**src/rtl/exc_prio_pkg.sv**
```systemverilog
package exc_prio_pkg;

   localparam int NUM_SRC = 7;
   localparam int MODE_W  = 5;
   localparam int VOFF_W  = 5;

   // Source index equals priority rank: 0 is served first.
   localparam int IDX_RESET = 0;
   localparam int IDX_DABT  = 1;
   localparam int IDX_FIQ   = 2;
   localparam int IDX_IRQ   = 3;
   localparam int IDX_PABT  = 4;
   localparam int IDX_UNDEF = 5;
   localparam int IDX_SWI   = 6;

   localparam int BIT_I = 7;
   localparam int BIT_F = 6;
   localparam int BIT_T = 5;

   localparam logic [MODE_W-1:0] MODE_USR = 5'b10000;
   localparam logic [MODE_W-1:0] MODE_FIQ = 5'b10001;
   localparam logic [MODE_W-1:0] MODE_IRQ = 5'b10010;
   localparam logic [MODE_W-1:0] MODE_SVC = 5'b10011;
   localparam logic [MODE_W-1:0] MODE_ABT = 5'b10111;
   localparam logic [MODE_W-1:0] MODE_UND = 5'b11011;
   localparam logic [MODE_W-1:0] MODE_SYS = 5'b11111;

   function automatic logic [MODE_W-1:0] src_mode(input int idx);
      case (idx)
         IDX_RESET: return MODE_SVC;
         IDX_DABT:  return MODE_ABT;
         IDX_FIQ:   return MODE_FIQ;
         IDX_IRQ:   return MODE_IRQ;
         IDX_PABT:  return MODE_ABT;
         IDX_UNDEF: return MODE_UND;
         IDX_SWI:   return MODE_SVC;
         default:   return MODE_USR;
      endcase
   endfunction

   function automatic logic [VOFF_W-1:0] src_vector(input int idx);
      case (idx)
         IDX_RESET: return 5'h00;
         IDX_UNDEF: return 5'h04;
         IDX_SWI:   return 5'h08;
         IDX_PABT:  return 5'h0C;
         IDX_DABT:  return 5'h10;
         IDX_IRQ:   return 5'h18;
         IDX_FIQ:   return 5'h1C;
         default:   return 5'h00;
      endcase
   endfunction

   function automatic logic src_sets_f(input int idx);
      return (idx == IDX_RESET) || (idx == IDX_FIQ);
   endfunction

endpackage

```
**src/rtl/exc_prio_mask.sv**
```systemverilog
module exc_prio_mask
   import exc_prio_pkg::*;
(
   input  logic [NUM_SRC-1:0] req_raw,
   input  logic               irq_off,
   input  logic               fiq_off,
   output logic [NUM_SRC-1:0] req_ok
);
   for (genvar g = 0; g < NUM_SRC; g++) begin : g_src
      if (g == IDX_IRQ) begin : g_irq
         assign req_ok[g] = req_raw[g] & ~irq_off;
      end else if (g == IDX_FIQ) begin : g_fiq
         assign req_ok[g] = req_raw[g] & ~fiq_off;
      end else begin : g_pass
         assign req_ok[g] = req_raw[g];
      end
   end
endmodule

```
**src/rtl/exc_prio_arb.sv**
```systemverilog
module exc_prio_arb
   import exc_prio_pkg::*;
(
   input  logic [NUM_SRC-1:0] req_ok,
   output logic [NUM_SRC-1:0] grant,
   output logic               any
);
   always_comb begin
      logic seen;
      seen  = 1'b0;
      grant = '0;
      for (int i = 0; i < NUM_SRC; i++) begin
         grant[i] = req_ok[i] & ~seen;
         seen     = seen | req_ok[i];
      end
      any = seen;
   end
endmodule

```
**src/rtl/exc_entry_calc.sv**
```systemverilog
module exc_entry_calc
   import exc_prio_pkg::*;
#(
   parameter int PC_W = 32,
   parameter int ST_W = 32
)(
   input  logic [NUM_SRC-1:0] grant,
   input  logic [ST_W-1:0]    status_in,
   output logic [PC_W-1:0]    vector,
   output logic [MODE_W-1:0]  mode,
   output logic [ST_W-1:0]    status_out
);
   logic [VOFF_W-1:0] voff;
   logic              set_f;

   always_comb begin
      voff  = '0;
      mode  = '0;
      set_f = 1'b0;
      for (int i = 0; i < NUM_SRC; i++) begin
         if (grant[i]) begin
            voff  = voff | src_vector(i);
            mode  = mode | src_mode(i);
            set_f = set_f | src_sets_f(i);
         end
      end
   end

   assign vector = PC_W'(voff);

   always_comb begin
      status_out               = status_in;
      status_out[MODE_W-1:0]   = mode;
      status_out[BIT_I]        = 1'b1;
      status_out[BIT_T]        = 1'b0;
      if (set_f) status_out[BIT_F] = 1'b1;
   end
endmodule

```
**src/rtl/exc_prio_top.sv**
```systemverilog
module exc_prio_top
   import exc_prio_pkg::*;
#(
   parameter int PC_W    = 32,
   parameter int ST_W    = 32,
   parameter int REG_OUT = 1
)(
   input  logic              clk,
   input  logic              rst_n,
   input  logic              req_reset,
   input  logic              req_dabort,
   input  logic              req_fiq,
   input  logic              req_irq,
   input  logic              req_pabort,
   input  logic              req_swi,
   input  logic              req_undef,
   input  logic [ST_W-1:0]   cur_status,
   input  logic [PC_W-1:0]   ret_pc,
   output logic              take_o,
   output logic [PC_W-1:0]   vector_o,
   output logic [ST_W-1:0]   new_status_o,
   output logic [ST_W-1:0]   saved_status_o,
   output logic [4:0]        saved_mode_o,
   output logic [PC_W-1:0]   link_o
);
   if (PC_W <= VOFF_W) begin : g_bad_pc
      $error("exc_prio_top: PC_W must exceed the vector offset width");
   end
   if (ST_W < 8) begin : g_bad_st
      $error("exc_prio_top: ST_W must cover the mode and mask bits");
   end
   if (REG_OUT != 0 && REG_OUT != 1) begin : g_bad_reg
      $error("exc_prio_top: REG_OUT must be 0 or 1");
   end

   logic [NUM_SRC-1:0] req_raw, req_ok, grant;
   logic               any;
   logic [PC_W-1:0]    vec_c;
   logic [MODE_W-1:0]  mode_c;
   logic [ST_W-1:0]    status_c;

   always_comb begin
      req_raw            = '0;
      req_raw[IDX_RESET] = req_reset;
      req_raw[IDX_DABT]  = req_dabort;
      req_raw[IDX_FIQ]   = req_fiq;
      req_raw[IDX_IRQ]   = req_irq;
      req_raw[IDX_PABT]  = req_pabort;
      req_raw[IDX_UNDEF] = req_undef;
      req_raw[IDX_SWI]   = req_swi;
   end

   exc_prio_mask u_mask (
      .req_raw (req_raw),
      .irq_off (cur_status[BIT_I]),
      .fiq_off (cur_status[BIT_F]),
      .req_ok  (req_ok)
   );

   exc_prio_arb u_arb (
      .req_ok (req_ok),
      .grant  (grant),
      .any    (any)
   );

   exc_entry_calc #(.PC_W(PC_W), .ST_W(ST_W)) u_calc (
      .grant      (grant),
      .status_in  (cur_status),
      .vector     (vec_c),
      .mode       (mode_c),
      .status_out (status_c)
   );

   if (REG_OUT == 1) begin : g_reg
      always_ff @(posedge clk or negedge rst_n) begin
         if (!rst_n) begin
            take_o         <= 1'b0;
            vector_o       <= '0;
            new_status_o   <= '0;
            saved_status_o <= '0;
            saved_mode_o   <= '0;
            link_o         <= '0;
         end else begin
            take_o <= any;
            if (any) begin
               vector_o       <= vec_c;
               new_status_o   <= status_c;
               saved_status_o <= cur_status;
               saved_mode_o   <= mode_c;
               link_o         <= ret_pc;
            end
         end
      end
   end else begin : g_comb
      assign take_o         = any;
      assign vector_o       = vec_c;
      assign new_status_o   = status_c;
      assign saved_status_o = cur_status;
      assign saved_mode_o   = mode_c;
      assign link_o         = ret_pc;
   end
endmodule

```
**config.mk**
```make
export PLATFORM = sky130hd
export DESIGN_NAME = exc_prio_top
export DESIGN_NICKNAME = d
export VERILOG_FILES = /design/src/rtl/exc_prio_pkg.sv /design/src/rtl/exc_prio_mask.sv /design/src/rtl/exc_prio_arb.sv /design/src/rtl/exc_entry_calc.sv /design/src/rtl/exc_prio_top.sv
export SDC_FILE = /design/constraint.sdc
export NUM_CORES = 1
export LEC_CHECK = 0
export ABC_CLOCK_PERIOD_IN_PS = 1000
export BUFFER_PORTS_ARGS = -buffer_cell sky130_fd_sc_hd__buf_2
export CORE_MARGIN = 4
export CORE_UTILIZATION = 25
export CTS_BUF_LIST = sky130_fd_sc_hd__clkbuf_8
export DETAILED_ROUTE_END_ITERATION = 7
export PLACE_DENSITY = 0.57
export SYNTH_ARGS = -nofsm -noshare
export SYNTH_HDL_FRONTEND = slang
export SYNTH_SLANG_ARGS = --single-unit
export TNS_END_PERCENT = 5
```
**constraint.sdc**
```tcl
create_clock -name clk -period 1 [get_ports clk]
set_input_delay 0.2 -clock clk [delete_from_list [all_inputs] [get_ports clk]]
set_output_delay 0.2 -clock clk [all_outputs]
set_load 0.02 [all_outputs]
```
# Yosys cells after proc, flatten, opt, wreduce, memory -nomap -nowiden
# Cells that the tools add are included.
[op_classes]
muxes = 27
n_bitwise = 33
[op_table]
columns = ["operator", "count"]
rows = [
  ["$mux W5", 24],
  ["$or A5 B5 Y5", 11],
  ["$and A1 B1 Y1", 8],
  ["$not A1 Y1", 8],
  ["$or A1 B1 Y1", 6],
  ["$mux W1", 3],
]
[totals]
output_inout_bits = 134
wordCells = 66
reg_bits = 106
inputBits = 73

# Depth between registers and ports, before layout
# Gate-level depths: netlist (run 1).
[logic_depth]
word_depth = 15
mapped_depth = 6

# Cells and area by module
# Synthesis (run 1) repeated with hierarchy kept, for this count alone.
[hier_totals]
hier_cells = 374
area_unflattened_um2 = 5918.2
[by_module_without_submodules]
columns = ["module", "cells_each", "instances", "area_per_inst_um2", "seq_area_each_um2"]
rows = [
  ["exc_prio_top", 282, 1, 5245.0, 3353.2],
  ["exc_entry_calc", 75, 1, 535.5, 0.0],
  ["exc_prio_arb", 10, 1, 72.6, 0.0],
  ["exc_prio_mask", 7, 1, 65.1, 0.0],
]

# Least setup slack after synthesis (run 1)
# No wires, ideal clock.
[synth_timing]
path_kind = "input port to flip-flop"
start = "input port cur_status[6]"
end = "register saved_status_o[27]"
stages = 6
required_ns = 0.875
t_arrival_ns = 1.197
slack_ns = -0.322
path_cell_list = "nand2b_1 > buf_2 > nand4_2 > buf_6 > buf_6 > mux2_4"
[synth_via]
elab_chain_len = 7
[synth_lines]
columns = ["item", "line", "rtl"]
rows = [
  ["start: declaration", "exc_prio_top.sv:17", "input logic [ST_W-1:0] cur_status,"],
  ["$not A1 Y1", "exc_prio_mask.sv:13", "assign req_ok[g] = req_raw[g] & ~fiq_off;"],
  ["$and A1 B1 Y1", "exc_prio_mask.sv:13", ""],
  ["$or A1 B1 Y1 (5 in a row)", "exc_prio_arb.sv:14", "seen = seen | req_ok[i];"],
  ["end signal: assignment", "exc_prio_top.sv:88", "saved_status_o <= cur_status;"],
  ["end: declaration", "exc_prio_top.sv:22", "output logic [ST_W-1:0] saved_status_o,"],
]
# Every way passes these cells.
# A chain may end at the register's enable or synchronous reset.

# Worst setup path after layout (run 1)
[layout_timing]
start = "register saved_mode_o[2]"
end = "output port saved_mode_o[2]"
[layout_rtl]
columns = ["item", "line", "rtl"]
rows = [
  ["start: declaration", "exc_prio_top.sv:23", "output logic [4:0] saved_mode_o,"],
  ["start signal: assignment", "exc_prio_top.sv:89", "saved_mode_o <= mode_c;"],
]
# No word-level cell between the ends.

==> results of run 1 <==
==> layout make-up <==
cell class	instances	area share
flip-flops and latches	75	0.410
inverters	3	0.00246
repair buffers	190	0.248
clock inverters	4	0.0104
well taps	176	0.0481
multi-input cells	123	0.245
clock buffers	12	0.0361
==> worst max-delay path by stage <==
stage	end	cells past startpoint	from
finish	saved_mode_o[2]	1	saved_mode_o[2]
global route	saved_mode_o[2]	1	saved_mode_o[2]
CTS	saved_mode_o[2]	1	saved_mode_o[2]
detailed placement	saved_status_o[13]	5	cur_status[7]
global placement	saved_status_o[13]	5	cur_status[7]
floorplan	saved_status_o[27]	6	cur_status[6]
==> metal layers <==
metal,GRT usage,part of all wire,vias to the layer above
met2,0.143,0.49,114
met3,0.0445,0.11,12
li1,-,-,1050
met5,0,0,-
met4,0.0472,0.020,0
met1,0.102,0.38,1075
==> cells by family (layout without fill, tap and decap cells) <==
| logic type | count (synthesis) | count (layout) |
|---|---|---|
| buffers and inverters | 70 | 209 |
| other | 1 | 30 |
| muxes | 65 | 65 |
| DFF | 75 | 75 |
| and+or+nand+nor | 18 | 18 |
| AOI/OAI and AO/OA | 10 | 10 |
==> power by group <==
part	internal (mW)	total [mW]	switching, mW
logic	0.494	1.17	0.679
registers	3.19	3.29	0.0980
clock network	1.35	2.44	1.09
total	5.04	6.91	1.87
==> worst register-to-register path, stage by stage (launching register included) <==
cell      delay, ps
dfrtp_1         380
nor2b_1         130
o311ai_1        220
a21boi_0        120
==> timing repair <==
action	in CTS	in global routing
setup buffers	1	0
gates resized for setup	12	25
pin swaps	0	1
hold buffers	1	0
hold endpoints to repair	75	0
endpoints found under the setup margin	105	142
==> sequential cells by signal, indices dropped and copies added, names as in the netlist <==
register	count
vector_o	3
saved_mode_o	4
link_o	32
new_status_o	4
take_o	1
saved_status_o	31
==> layout by cell type (no fill, tap or decap), types with 2 or more instances in the layout <==
cell	n
a21oi_1	2
buf_2	158
buf_12	3
nand2_1	3
buf_6	17
clkbuf_8	12
inv_1	3
mux2_2	47
nor2b_1	2
clkinv_2	2
buf_4	11
mux2_4	17
conb_1	30
dfrtp_1	75
nor2_1	2
or2_1	2
==> through the flow <==
step,cell area (sq um),worst slack [ps],std cells,hold WS [ps],TNS [ps]
2_1_floorplan,3510,-258,268,-95.6,-14470
3_3_place_gp,4230,-365,565,248,-24260
3_5_place_dp,4230,-387,565,253,-25180
4_1_cts,4500,-193,583,32.6,-14910
5_1_grt,4580,-205,583,33.2,-17270
6_report,4580,-142,583,70.7,-10180
==> results by group, run 1 <==
Power
  – Leak pwr: 2.32 nW
  – Worst IR Drop VDD: 0.853 mV
  – Total power: 6.91 mW
  – PwrDens: 1510 nW/um^2

Worst setup path
  – Crit path buffers/inverters: 1
  – Worst Path Arrival: 940 ps
  – Setup slack, reg-to-reg: 30 ps
  – Crit path required time: 800 ps
  – Reg2Reg Depth: 3
  – Crit-path cells: buf_6
  – Startpoint Class: register
  – FF-to-FF Start: vector_o[2]
  – Crit. End Element: output port
  – Crit Path Class: reg -> out
  – Crit path max-delay family: flip-flops
  – Crit-path max FO: 3
  – Critical Path Slowest Stage Cell: dfrtp_1
  – Critical R2R Capture: vector_o[2]
  – Delay of the slowest cell on the worst path: 430 ps

Placed design
  – Final HPWL DP: 5.38 mm
  – Port Buffers: 176
  – Final GP Congestion: 0.722

Yosys
  – Cell Area, Synth: 3370 sq um
  – Distinct cell type count after synthesis: 30
  – Synth Flop Type: dfrtp_1
  – Synth Warn #: 0
  – Seq/Total Area, Yosys: 0.557
  – Yosys top cell by area: dfrtp_1
  – Largest family of logic cells by synthesized area: multiplexers
  – Number of synthesized flops with an enable pin: 0
  – Xor/xnor share of the synthesized area: 0
  – Avg Cell Area, Syn: 14.1 sq um
  – Adder-cell share of the synthesized area: 0
  – Mux cell area share after synthesis: 0.235
  – Cells after Synth: 239
  – Simple-Gate Fraction of Synth Area: 0.0334
  – Post-synth top area share: 0.557
  – Commonest cells post-synth: dfrtp_1 (75), buf_4 (59), mux2_2 (48), mux2_4 (16), buf_2 (5)
  – Top cells by area, synth: dfrtp_1 (56%), mux2_2 (16%), buf_4 (13%)
  – Yosys reg bits: 75
  – Compound-cell area share of the yosys netlist: 0.0212
  – Async set-or-reset flop fraction in the synthesized netlist: 1.00
  – Count leader, synth: dfrtp_1

Cells and area
  – Share of layout cells above drive strength 1: 0.676
  – Area occupied by multi-input gates: 1120 sq um
  – Layout Utilization: 0.346
  – Fill cells: 1,327
  – FF+latch area: 1880 sq um
  – # diodes: 0
  – Nets@finish: 475
  – Area Overhead vs Synth: 35.9%

Global routing
  – Antenna violations before repair: 0
  – Largest net degree at the start of global routing: 76
  – First-pass GRT wire length: 10.6 mm
  – GRT Total Usage: 0.0910
  – Gr ovfl total: 0
  – Vias in the first global route: 2,190

Timing
  – Count of final setup violators: 115
  – RSZ-0062 raised after global routing: yes
  – FMAX: 876 MHz
  – Worst Setup Slack, final: -142 ps
  – Period utilisation layout: 1.14
  – Final hold vios: 0
  – Worst Clk Skew: 0 ps
  – Max-slew violations: 0
  – Minimum clock period after layout: 1140 ps

Clocking
  – H-tree levels: 3
  – Reg clk slew, reported paths: 80 ps
  – CTS Buf Count: 9
  – Clock sink total: 75
  – Root Driver: clkbuf_8
  – Clock Latency Late Sink: 340 ps
  – CTS tree: yes
  – Clock Tree Buf Depth: 2

Min path
  – Hold crit path type: in -> reg
  – WHS Path Cells: 2
  – WHS Endpoint: link_o[9]
  – Hold path start: ret_pc[9]

Routing
  – Via count: 2,251
  – DRC viols: 0
  – 1st-pass router iterations: 4
  – ANT nets after route: 0
  – WL final: 7.23 mm
  – Iteration-0 DRC Markers: 57
  – DR WL/cell: 12.4 um
  – Routed vias/inst: 3.86

Die
  – Die Footprint: 15,400 sq um
  – Core area: 13,200 sq um
  – Row count: 42
  – Boundary pin count: 207
  – Die Span X: 124 um
  – Die height: 124 um
  – Initial Util: 0.254

Status
  – Failing checks: setup timing
  – Status: finished with violations

Run
  – Max-Cap Viols: 0
No activity file was read; power rests on OpenSTA's default activity.
==> inputs of run 2 (changes only) <==
--- a/config.mk
+++ b/config.mk
@@ -5,6 +5,7 @@
 export SDC_FILE = /design/constraint.sdc
 export NUM_CORES = 1
 export LEC_CHECK = 0
+export ABC_AREA = 1
 export ABC_CLOCK_PERIOD_IN_PS = 1000
 export BUFFER_PORTS_ARGS = -buffer_cell sky130_fd_sc_hd__buf_2
 export CORE_MARGIN = 4
@@ -12,6 +13,7 @@
 export CTS_BUF_LIST = sky130_fd_sc_hd__clkbuf_8
 export DETAILED_ROUTE_END_ITERATION = 7
 export PLACE_DENSITY = 0.57
+export SLEW_MARGIN = 20
 export SYNTH_ARGS = -nofsm -noshare
 export SYNTH_HDL_FRONTEND = slang
 export SYNTH_SLANG_ARGS = --single-unit
==> results by group, run 2 <==
Global routing
  – Largest net degree at the start of global routing: 39 (-49%)
  – GRT Total Usage: 0.126 (+0.0354)
  – First-pass GRT wire length: 16.3 mm (+54%)
  – Antenna violations before repair: 0 (unchanged)
  – Vias in the first global route: 3,255 (+49%)
  – Gr ovfl total: 0 (unchanged)

Worst setup path
  – Startpoint Class: register
  – Crit. End Element: output port
  – Setup slack, reg-to-reg: 200 ps (+170 ps)
  – Critical Path Slowest Stage Cell: dfrtp_1
  – Crit-path max FO: 3 (unchanged)
  – Crit path required time: 800 ps (about the same)
  – Delay of the slowest cell on the worst path: 420 ps (about the same)
  – Reg2Reg Depth: 4 (+1)
  – Critical R2R Capture: saved_mode_o[1]
  – Crit Path Class: reg -> out
  – FF-to-FF Start: saved_mode_o[1]
  – Crit path max-delay family: flip-flops
  – Worst Path Arrival: 970 ps (+30 ps)
  – Crit path buffers/inverters: 1 (unchanged)
  – Crit-path cells: buf_2

Timing
  – FMAX: 858 MHz (-2.1%)
  – Setup TNS: -12,030 ps (-1850 ps)
  – Final hold vios: 0 (unchanged)
  – Worst Clk Skew: 0 ps (unchanged)
  – RSZ-0062 raised after global routing: yes
  – Period utilisation layout: 1.17 (+0.0241)
  – Minimum clock period after layout: 1170 ps (+24.1 ps)
  – Max-slew violations: 0 (unchanged)
  – Worst Setup Slack, final: -166 ps (-24.1 ps)
  – Count of final setup violators: 104 (-9.6%)

Min path
  – WHS Endpoint: link_o[14]
  – Hold path start: ret_pc[14]
  – WHS Path Cells: 3 (+1)
  – Hold crit path type: in -> reg

Routing
  – ANT nets after route: 0 (unchanged)
  – DR WL/cell: 14.0 um (+13%)
  – Routed vias/inst: 4.43 (+15%)
  – DRC viols: 0 (unchanged)
  – 1st-pass router iterations: 4 (unchanged)
  – WL final: 10.6 mm (+47%)
  – Via count: 3,350 (+49%)
  – Iteration-0 DRC Markers: 136 (+140%)

Die
  – Die height: 128 um (+2.9%)
  – Die Span X: 128 um (+2.9%)
  – Initial Util: 0.257 (+0.00281)
  – Core area: 13,900 sq um (+5.2%)
  – Die Footprint: 16,300 sq um (+6.0%)
  – Boundary pin count: 207 (unchanged)
  – Row count: 43 (+2.4%)

Clocking
  – CTS tree: yes
  – Clock Latency Late Sink: 350 ps (about the same)
  – Clock Tree Buf Depth: 2 (unchanged)
  – Clock sink total: 75 (unchanged)
  – CTS Buf Count: 9 (unchanged)
  – Root Driver: clkbuf_8
  – H-tree levels: 3 (unchanged)
  – Post-CTS Repair Setup Buffers: 0 (-1)
  – Reg clk slew, reported paths: 80 ps (about the same)

Cells and area
  – Share of layout cells above drive strength 1: 0.395 (-0.281)
  – Commonest non-fill, non-tap cell in the layout: buf_2
  – Finished Cell Area: 4930 sq um (+7.7%)
  – Layout Utilization: 0.354 (+0.00806)
  – Nets@finish: 646 (+36%)
  – Most frequent cells in the layout: buf_2 (157), nand2_1 (141), dfrtp_1 (73)
  – Fin cells: 757 (+30%)
  – Biggest register: link_o
  – # diodes: 0 (unchanged)
  – Number of flip-flops in the largest register: 32 (unchanged)
  – Largest regs: link_o x32, saved_status_o x31
  – Area Overhead vs Synth: 37.6%

Yosys
  – Count leader, synth: nand2_1
  – Seq/Total Area, Yosys: 0.524 (-0.0335)
  – Avg Cell Area, Syn: 8.80 sq um (-38%)
  – Yosys top cell by area: dfrtp_1
  – Number of synthesized flops with an enable pin: 0 (unchanged)
  – Distinct cell type count after synthesis: 21 (-30%)
  – Cells after Synth: 407 (+70%)
  – Async set-or-reset flop fraction in the synthesized netlist: 1.00 (unchanged)
  – Yosys reg bits: 75 (unchanged)
  – Post-synth top area share: 0.524 (-0.0335)
  – Commonest cells post-synth: nand2_1 (142), dfrtp_1 (75), nand4_1 (71), buf_4 (59), clkbuf_1 (15)
  – Synth Flop Type: dfrtp_1
  – Cell Area, Synth: 3580 sq um (+6.4%)
  – Top cells by area, synth: dfrtp_1 (52%), nand2_1 (15%), nand4_1 (12%)
  – Synth Warn #: 0 (unchanged)

Placed design
  – Final GP Congestion: 0.815 (+13%)
  – Port Buffers: 176 (unchanged)
  – Placed cell count: 733 (+30%)
  – Area after DPL: 4570 sq um (+8.0%)
  – Final HPWL DP: 7.63 mm (+42%)

Power
  – PwrDens: 1370 nW/um^2 (-9.4%)
  – Leak pwr: 2.67 nW (+15%)
  – Worst IR Drop VDD: 0.477 mV (-44%)

Status
  – Status: finished with violations
  – Failing checks: setup timing

Run
  – Max-Cap Viols: 0 (unchanged)
-- run 2: cell types whose count changed after synthesis, moves of 6 or more --
cell,change
inv_1,+8
nand2_1,+139
mux2_4,-16
clkbuf_1,+15
nand4_1,+71
mux2_2,-48
buf_2,+6
-- run 2: area by class of cell --
class / instances / area [sq um]
sequential: 75 / 1880
clock buffer: 10 / 138
timing repair buffer: 214 / 1400
fill: 1441 / 9000
clock inverter: 5 / 22.5
tap: 180 / 225
multi-input combinational: 261 / 1220
inverter: 12 / 45.0
-- run 2: layer usage --
layer	wire length, um	global-route usage	share of wire
met1	4330	0.153	0.41
met2	5030	0.205	0.47
met3	1020	0.0400	0.096
met4	220	0.0574	0.021
met5	0	0	0
-- run 2: worst min-delay path, delay by kind of cell --
kind	cells	cell delay [ps]
and+or+nand+nor	2	80
buffers and inverters	1	70
-- run 2: cells by family (layout without fill, tap and decap cells) --
kind of cell    after synthesis  in the layout  synth area share
other cells                   1             30           0.00105
simple gates                227            227             0.296
flops                        75             75             0.524
buf+inv                     100            241             0.172
compound gates                4              4           0.00628
-- run 2: power by group --
| group | switching (mW) | leakage, nW | internal (mW) | total, mW |
|---|---|---|---|---|
| clock | 1.11 | 0.0943 | 0.924 | 2.04 |
| sequential | 0.121 | 0.865 | 3.20 | 3.32 |
| combinational | 0.874 | 1.71 | 0.504 | 1.38 |
-- run 2: per-stage QoR --
step / hold WS [ps] / setup slack [ps] / total power [mW]
finish: 30.2 / -166 / 6.74
floorplan: -95.6 / -209 / 4.21
global route: 9.17 / -213 / 7.11
detailed placement: 97.4 / -362 / 4.68
CTS: 0.0682 / -201 / 6.84
global placement: 100 / -329 / 4.67
-- run 2: how the worst max path moves through the flow --
| stage | end | startpoint | cells after the start | slack [ps] |
|---|---|---|---|---|
| 3_5_place_dp | link_o[13] | cur_status[6] | 9 | -360 |
| 5_1_grt | new_status_o[1] | saved_mode_o[1] | 1 | -210 |
| 2_1_floorplan | new_status_o[4] | req_dabort | 6 | -210 |
| 3_3_place_gp | link_o[24] | cur_status[6] | 9 | -330 |
| 6_report | saved_status_o[25] | saved_status_o[25] | 1 | -170 |
| 4_1_cts | saved_mode_o[1] | saved_mode_o[1] | 1 | -200 |
-- run 2: what timing repair did --
action | in CTS | in global routing
hold buffers | 9 | 0
endpoints found under the setup margin | 104 | 143
endpoints found under the hold margin | 83 | 0
pin swaps | 0 | 1
resized for setup | 18 | 19
